<file path="src/rtl/radix_walker_pkg.sv">
package radix_walker_pkg;
    localparam int ADDR_W  = 64;
    localparam int ENTRY_W = 64;
    localparam int NLS_W   = 5;
    localparam int SIZE_W  = 7;
    localparam int VALID_BIT = 63;
    localparam int LEAF_BIT  = 62;
    localparam logic [ADDR_W-1:0] DIR_BASE_MASK = 64'h00FF_FFFF_FFFF_FF00;
    localparam logic [ADDR_W-1:0] PAGE_NUM_MASK = 64'h00FF_FFFF_FFFF_F000;

    typedef enum logic [1:0] {
        FLT_NONE   = 2'd0,
        FLT_BADCFG = 2'd1,
        FLT_NOPTE  = 2'd2
    } walk_fault_e;

    typedef enum logic [1:0] {
        ST_IDLE,
        ST_ISSUE,
        ST_WAIT,
        ST_DONE
    } walk_state_e;
endpackage

</file>
<file path="src/rtl/walk_index.sv">
module walk_index
    import radix_walker_pkg::*;
#(
    parameter int MAX_LEVELS = 4,
    parameter int MIN_NLS    = 5,
    localparam int LVL_W     = $clog2(MAX_LEVELS + 1)
) (
    input  logic [ADDR_W-1:0] addr,
    input  logic [ADDR_W-1:0] base,
    input  logic [NLS_W-1:0]  nls,
    input  logic [SIZE_W-1:0] rem,
    input  logic [LVL_W-1:0]  lvl,
    output logic [ADDR_W-1:0] entry_addr,
    output logic              cfg_bad
);
    logic [SIZE_W-1:0] shift;
    logic [ADDR_W-1:0] idx_mask;
    logic [ADDR_W-1:0] idx;

    always_comb begin
        shift      = rem - SIZE_W'(nls);
        idx_mask   = (ADDR_W'(1) << nls) - ADDR_W'(1);
        idx        = (addr >> shift) & idx_mask;
        entry_addr = base + (idx << 3);
        cfg_bad    = (nls < NLS_W'(MIN_NLS))
                   || (SIZE_W'(nls) > rem)
                   || (lvl >= LVL_W'(MAX_LEVELS));
    end
endmodule

</file>
<file path="src/rtl/leaf_compose.sv">
module leaf_compose
    import radix_walker_pkg::*;
(
    input  logic [ENTRY_W-1:0] pte,
    input  logic [ADDR_W-1:0]  addr,
    input  logic [SIZE_W-1:0]  psize,
    output logic [ADDR_W-1:0]  raddr
);
    logic [ADDR_W-1:0] low_mask;

    always_comb begin
        low_mask = (ADDR_W'(1) << psize) - ADDR_W'(1);
        raddr    = ((pte & PAGE_NUM_MASK) & ~low_mask) | (addr & low_mask);
    end
endmodule

</file>
<file path="src/rtl/radix_walker.sv">
module radix_walker
    import radix_walker_pkg::*;
#(
    parameter int MAX_LEVELS = 4,
    parameter int MIN_NLS    = 5,
    parameter int SIZE_BIAS  = 31
) (
    input  logic              clk,
    input  logic              rst_n,
    input  logic              req_valid,
    output logic              req_ready,
    input  logic [63:0]       req_addr,
    input  logic [63:0]       req_root_base,
    input  logic [4:0]        req_root_nls,
    input  logic [4:0]        req_root_size,
    output logic              rd_valid,
    input  logic              rd_ready,
    output logic [63:0]       rd_addr,
    input  logic              rsp_valid,
    input  logic [63:0]       rsp_data,
    output logic              done_valid,
    output logic [1:0]        done_fault,
    output logic [63:0]       done_raddr,
    output logic [63:0]       done_pte,
    output logic [63:0]       done_pte_addr,
    output logic [6:0]        done_psize
);
    localparam int LVL_W = $clog2(MAX_LEVELS + 1);

    typedef struct packed {
        walk_state_e         st;
        logic [ADDR_W-1:0]   addr;
        logic [ADDR_W-1:0]   base;
        logic [NLS_W-1:0]    nls;
        logic [SIZE_W-1:0]   rem;
        logic [LVL_W-1:0]    lvl;
        logic [ENTRY_W-1:0]  pte;
        logic [ADDR_W-1:0]   pte_addr;
        logic [ADDR_W-1:0]   raddr;
        logic [SIZE_W-1:0]   psize;
        walk_fault_e         fault;
    } walk_regs_t;

    walk_regs_t r_d, r_q;

    logic [ADDR_W-1:0] entry_addr;
    logic              cfg_bad;
    logic [SIZE_W-1:0] leaf_size;
    logic [ADDR_W-1:0] leaf_raddr;

    walk_index #(
        .MAX_LEVELS (MAX_LEVELS),
        .MIN_NLS    (MIN_NLS)
    ) u_index (
        .addr       (r_q.addr),
        .base       (r_q.base),
        .nls        (r_q.nls),
        .rem        (r_q.rem),
        .lvl        (r_q.lvl),
        .entry_addr (entry_addr),
        .cfg_bad    (cfg_bad)
    );

    assign leaf_size = r_q.rem - SIZE_W'(r_q.nls);

    leaf_compose u_leaf (
        .pte   (rsp_data),
        .addr  (r_q.addr),
        .psize (leaf_size),
        .raddr (leaf_raddr)
    );

    always_comb begin
        r_d = r_q;
        unique case (r_q.st)
            ST_IDLE: begin
                if (req_valid) begin
                    r_d.st       = ST_ISSUE;
                    r_d.addr     = req_addr;
                    r_d.base     = req_root_base & DIR_BASE_MASK;
                    r_d.nls      = req_root_nls;
                    r_d.rem      = SIZE_W'(SIZE_BIAS) + SIZE_W'(req_root_size);
                    r_d.lvl      = '0;
                    r_d.pte      = '0;
                    r_d.pte_addr = '0;
                    r_d.raddr    = '0;
                    r_d.psize    = '0;
                    r_d.fault    = FLT_NONE;
                end
            end
            ST_ISSUE: begin
                if (cfg_bad) begin
                    r_d.fault = FLT_BADCFG;
                    r_d.st    = ST_DONE;
                end else if (rd_ready) begin
                    r_d.pte_addr = entry_addr;
                    r_d.st       = ST_WAIT;
                end
            end
            ST_WAIT: begin
                if (rsp_valid) begin
                    r_d.pte = rsp_data;
                    if (!rsp_data[VALID_BIT]) begin
                        r_d.fault = FLT_NOPTE;
                        r_d.st    = ST_DONE;
                    end else begin
                        r_d.rem = leaf_size;
                        r_d.lvl = r_q.lvl + LVL_W'(1);
                        if (rsp_data[LEAF_BIT]) begin
                            r_d.psize = leaf_size;
                            r_d.raddr = leaf_raddr;
                            r_d.fault = FLT_NONE;
                            r_d.st    = ST_DONE;
                        end else begin
                            r_d.base = rsp_data & DIR_BASE_MASK;
                            r_d.nls  = rsp_data[NLS_W-1:0];
                            r_d.st   = ST_ISSUE;
                        end
                    end
                end
            end
            ST_DONE: begin
                r_d.st = ST_IDLE;
            end
            default: r_d.st = ST_IDLE;
        endcase
    end

    always_ff @(posedge clk or negedge rst_n) begin
        if (!rst_n) begin
            r_q <= '{st: ST_IDLE, fault: FLT_NONE, default: '0};
        end else begin
            r_q <= r_d;
        end
    end

    assign req_ready     = (r_q.st == ST_IDLE);
    assign rd_valid      = (r_q.st == ST_ISSUE) && !cfg_bad;
    assign rd_addr       = entry_addr;
    assign done_valid    = (r_q.st == ST_DONE);
    assign done_fault    = r_q.fault;
    assign done_raddr    = r_q.raddr;
    assign done_pte      = r_q.pte;
    assign done_pte_addr = r_q.pte_addr;
    assign done_psize    = r_q.psize;
endmodule

</file>
<file path="config.mk">
export PLATFORM = sky130hd
export DESIGN_NAME = radix_walker
export DESIGN_NICKNAME = d
export VERILOG_FILES = /design/src/rtl/radix_walker_pkg.sv /design/src/rtl/walk_index.sv /design/src/rtl/leaf_compose.sv /design/src/rtl/radix_walker.sv
export SDC_FILE = /design/constraint.sdc
export NUM_CORES = 1
export LEC_CHECK = 0
export BUFFER_PORTS_ARGS = -buffer_cell sky130_fd_sc_hd__buf_2
export CAP_MARGIN = 30
export CELL_PAD_IN_SITES_DETAIL_PLACEMENT = 1
export CELL_PAD_IN_SITES_GLOBAL_PLACEMENT = 2
export CORE_UTILIZATION = 34
export CTS_CLUSTER_DIAMETER = 60
export CTS_CLUSTER_SIZE = 16
export DETAILED_ROUTE_END_ITERATION = 10
export HOLD_SLACK_MARGIN = 0.02
export PLACE_DENSITY = 0.85
export SLEW_MARGIN = 30
export SYNTH_ARGS = -nofsm -noshare
export SYNTH_HDL_FRONTEND = slang
export SYNTH_SLANG_ARGS = --single-unit
export TNS_END_PERCENT = 1
</file>
<file path="constraint.sdc">
create_clock -name clk -period 8.6 [get_ports clk]
set_clock_uncertainty 0.2 [all_clocks]
set_input_delay 0.86 -clock clk [delete_from_list [all_inputs] [get_ports clk]]
set_output_delay 0.86 -clock clk [all_outputs]
set_load 0.02 [all_outputs]
</file>
* Word-level counts from Yosys, hierarchy flattened
Cells that the tools add are included. Widths: inputs -> output; s select.
Word-level totals: memories 0, bits in read-only memories 0, latch bits 0, memory bits (writable) 0, flip-flop bits (word level) 346, input port bits 207, word-level logic and storage cells 78
Cells by class: $mul 0, shift-type cells 3, bitwise logic cells 5, equal/unequal tests 13, mux-type cells 21, reductions and logical operators 16, add/sub/neg operators 6, $lt $le $gt $ge 3, div/mod/pow operators 0
Operators with widths (count):
- $mux 346 | 1
- $pmux 143 s2 | 1
- $mux 73 | 2
- $mux 143 | 1
- $pmux 71 s2 | 1
- $mux 64 | 2
- $pmux 64 s2 | 1
- $mux 79 | 1
- $mux 71 | 1
- $mux 69 | 1
- $add 64x64->64 | 1
- $and 56x64->64 | 1
- $and 64x64->64 | 1
- $not 64->64 | 1
- $or 64x64->64 | 1
- $shl 1x7->64 const A | 1
- $shr 64x7->61 | 1
- $sub 64x2->64 const B | 1
- $and 61x61->61 | 1
- $shl 1x5->61 const A | 1
- $sub 61x2->61 const B | 1
- $ne 2x2->1 const B | 8
- $reduce_and 5->1 | 3
- $mux 2 | 7
- other kinds (20) | 26

* Logic depth before layout (Yosys ltp)
word-level depth 10, mapped depth 31, depth with buffers taken out 25

* Cells and area by module
From an unflattened synthesis, not the netlist that was laid out.
Second synthesis, totals: cells, all modules 2790, area, all modules 24828.8 um2
By module, submodules not included:
- radix_walker | cells each 1294, times used 1, sequential area each 8257.9 um2, area an instance 14555.2 um2
- walk_index | cells each 1160, times used 1, sequential area each 0.0 um2, area an instance 7912.6 um2
- leaf_compose | cells each 336, times used 1, sequential area each 0.0 um2, area an instance 2361.0 um2

* Least setup slack after synthesis
OpenSTA, ideal clock, no wires.
path kind register to output, from register r_q[204] in the netlist's numbering, to output port rd_addr[53], buffers on the path 5, cell stages (with the launch flop) 29, setup slack 1.695 ns, required time 7.540 ns, data arrival time 5.845 ns, cell sequence dfrtp_1 inv_1 ha_1 inv_1 fa_1 buf_4 buf_2 buf_2 buf_1 clkbuf_1 mux2i_1 mux2i_1 nand2_1 nand2_1 nor2_1 a21oi_1 o21ai_0 a2111oi_0 ha_1 a21o_1 o21bai_1 a221o_1 a21o_1 a221o_1 a31oi_1 o41ai_2 nor2_1 mux2i_1 and2_1
On the way: longest elaborated chain between the ends 4
Ends and longest elaborated chain:
- from (decl) | RTL line radix_walker.sv:44 | walk_regs_t r_d, r_q;
- from (signal assigned) | RTL line radix_walker.sv:133 | r_q <= r_d;
- $sub 7x5->7 | RTL line walk_index.sv:21 | shift = rem - SIZE_W'(nls);
- $shr 64x7->61 | RTL line walk_index.sv:23 | idx = (addr >> shift) & idx_mask;
- $and 61x61->61 | RTL line walk_index.sv:23
- $add 64x64->64 | RTL line walk_index.sv:24 | entry_addr = base + (idx << 3);
- to (decl) | RTL line radix_walker.sv:18 | output logic [63:0] rd_addr,
No other way between the ends.

* Worst setup path in the final report
from register r_q[214] in the netlist's numbering, to output port rd_addr[53]
On the way: longest elaborated chain between the ends 4, elaborated cells between the ends (all ways) 6
Ends and longest elaborated chain (RTL line):
- $sub 7x5->7 / $shl 1x5->61 (equally long branches) | walk_index.sv:21, walk_index.sv:22
- $shr 64x7->61 / $sub 61x2->61 (equally long branches) | walk_index.sv:23, walk_index.sv:22
- $and 61x61->61 (*) | walk_index.sv:23
- $add 64x64->64 (*) | walk_index.sv:24
Every way passes the cells marked *; elsewhere a longest branch is shown, timed or not.

==> results by group <==
Clocking
  – Post-CTS Setup Inserts: 0
  – CTS tree: done
  – Count of hold-fix buffers inserted at cts: 0
  – Clock latency on the worst-skew pair: 600 ps
  – Max clock buf depth: 3
  – Root buffer cell: clkbuf_16
  – Reg clk slew, reported paths: 70 ps
  – Total CTS buffers: 36
  – H-tree Lvls: 2
  – Sink Count: 328
  – Post_cts resized: 0

Synthesis
  – Synth top area cells: dfrtp_1 34%, buf_4 6.6%, mux4_2 4.8%
  – Sequential cell area fraction in the yosys report: 34.07%
  – Top_reg_cell synth: dfrtp_1
  – Cells after synthesis: 2706
  – Avg Cell Area, Syn: 8.902 sq um
  – Count leader, synth: dfrtp_1
  – EDFF count, synth: 0
  – Yosys top cell area share: 34.07%
  – Post-synthesis sequential element count: 328
  – Post-synth cell types: 90
  – Synth top cells by count: 328 x dfrtp_1, 291 x nand2_1, 240 x nor2_1
  – Synth warn: 0
  – Synth area leader: dfrtp_1
  – Async S/R FF share, synth: 100.0%
  – Post-Syn Area: 24090 sq um

STA
  – Fmax: 0.1191 GHz
  – Setup TNS: 0 ps
  – Final Hold Fails: 0
  – Final worst path period share: 97.61%
  – Unrepaired setup endpoints after global routing: no
  – Final Critical Period: 8394 ps
  – # setup viols final: 0
  – Max-Slew Margin vs Limit: 28.03%
  – Final worst slack: 205.8 ps
  – Worst-margin pin slew: 1052 ps
  – Pins over their slew limit: 0

Place
  – Count of input and output buffers: 452
  – Placed cells: 3867
  – HPWL Detailed: 88600 um
  – GPL Wtd Cong: 1.014
  – Place WS: 788.7 ps

Floorplan
  – # IOs: 475
  – Die height: 268.2 um
  – Core Area: 70030 sq um
  – Site Rows: 97
  – Die Area: 71920 sq um
  – Die X: 268.2 um
  – Initial Util: 34.40%

Layout
  – Area grow syn2layout: 16.06%
  – Post-Layout Cell Count: 3937
  – Nets: 3235
  – Fin util: 39.92%
  – Share of cells above drive strength 1: 28.45%

Drt
  – Routed Antenna Nets: 0
  – DR vias/cell: 5.979
  – Starting DRT DRC Count: 2182
  – Drt drc: 0
  – WL/cell: 28.54 um
  – DR pass1 iterations: 5
  – Total number of vias: 23539
  – Final WL: 112400 um

Setup path
  – CP Launch Type: flip-flop
  – WS Path Type: flip-flop to output pin
  – CP Capture Type: output pin
  – Worst EP arrival: 7330 ps
  – CP Max Fanout: 22
  – Req. time, crit path: 7540 ps

Global routing
  – First-pass GRT wire length: 163400 um
  – Grt ovf: 0
  – Largest net degree at the start of global routing: 107
  – Vias in the first global route: 23734
  – GRT Util Overall: 30.76%
  – Initial antenna violation count: 10

Flow run
  – MaxCap Viol Count: 0

Status
  – Status: finished, final reports clean

Worst hold path
  – HP Class: input pin to async pin
-- logic make-up after synthesis --
logic type / synth area share [%]
AOI/OAI and AO/OA: 23.20
and+or+nand+nor: 14.41
buffers and inverters: 10.39
DFF: 34.07
muxes: 12.39
adders and majority gates: 3.304
xor gates and xnor gates: 2.218
other: 0.01557
-- final timing paths --
| path | depth (start not counted) | start | slack [ps] | endpoint |
|---|---|---|---|---|
| setup / recovery | 22 | r_q[214]$_DFFE_PN0P_ | 210 | rd_addr[53] |
| setup reg to reg | 23 | r_q[214]$_DFFE_PN0P_ | 1680 | done_pte_addr[42]$_DFFE_PN0P_ |
| hold reg to reg | 2 | done_pte_addr[4]$_DFFE_PN0P_ | 270 | done_pte_addr[4]$_DFFE_PN0P_ |
| max in group asynchronous | 3 | rst_n | 6130 | done_pte[16]$_DFFE_PN0P_ |
| hold / removal | 1 | rst_n | 40 | done_pte_addr[16]$_DFFE_PN0P_ |
| min in group clk | 2 | done_pte_addr[4]$_DFFE_PN0P_ | 270 | done_pte_addr[4]$_DFFE_PN0P_ |
-- layout by cell type, fill, tap and decap left out, drive strengths merged, types with 9 or more instances in the layout --
cell	count
a2111oi	17
a211oi	30
a21o	47
a21oi	205
a221oi	9
a22o	88
a22oi	70
a31oi	21
a32o	29
and2	24
and3	19
buf	607
clkbuf	38
clkinv	9
conb	18
dfrtp	328
ha	62
inv	44
mux2	75
mux2i	99
mux4	51
nand2	291
nand2b	9
nand3	60
nand4	20
nor2	241
nor3	64
nor4	14
o211ai	23
o21a	20
o21ai	147
o21bai	17
o31ai	12
or3	9
xnor2	44
xor2	17
-- registers in the layout (all words and copies together), names as in the netlist --
signal,flops
done_raddr,64
done_psize,7
done_pte_addr,62
done_fault,2
done_pte,64
r_q,129
-- critical path, stage by stage, from the launching register on --
cell	delay [ps]
dfrtp_1	380
buf_4	220
nor2_1	710
nand2_1	200
ha_1	530
nor3_1	510
inv_1	70
o21ai_0	180
a22oi_1	90
o21a_1	200
a2111oi_0	720
buf_4	240
ha_1	240
and2_1	190
a221o_1	310
a21o_1	200
a221o_1	420
a31oi_1	270
o41ai_2	190
nor2_1	250
mux2i_1	280
and2_1	160
buf_2	170
-- through the flow --
step	area (sq um)	hold slack, ps
after detailed placement	26610	257.0
after global routing	27950	70.84
after CTS	27910	37.87
after floorplan	24150	240.0
after global placement	26600	250.3
final	27960	39.18
-- layer usage --
metal | vias to the layer above | track usage (%) | part of all wire (%)
met2 | 1060 | 51.00 | 47
met4 | 6 | 12.31 | 4.3
met3 | 213 | 5.681 | 7.3
met1 | 12026 | 39.39 | 41
met5 | - | 0 | 0.033
li1 | 10234 | - | -
-- cell type report --
cell class,instances,area [sq um]
Sequential cell,328,8208
Antenna cell,6,15.01
Clock buffer,38,918.4
Fill cell,8287,42070
Multi-Input combinational cell,1956,13610
Inverter,36,135.1
Clock inverter,26,386.6
Timing Repair Buffer,607,3510
Tap cell,940,1176
Power is left out: the tool's default activity adds up to more than one toggle a clock period on the data nets, which glitch-free logic cannot reach.
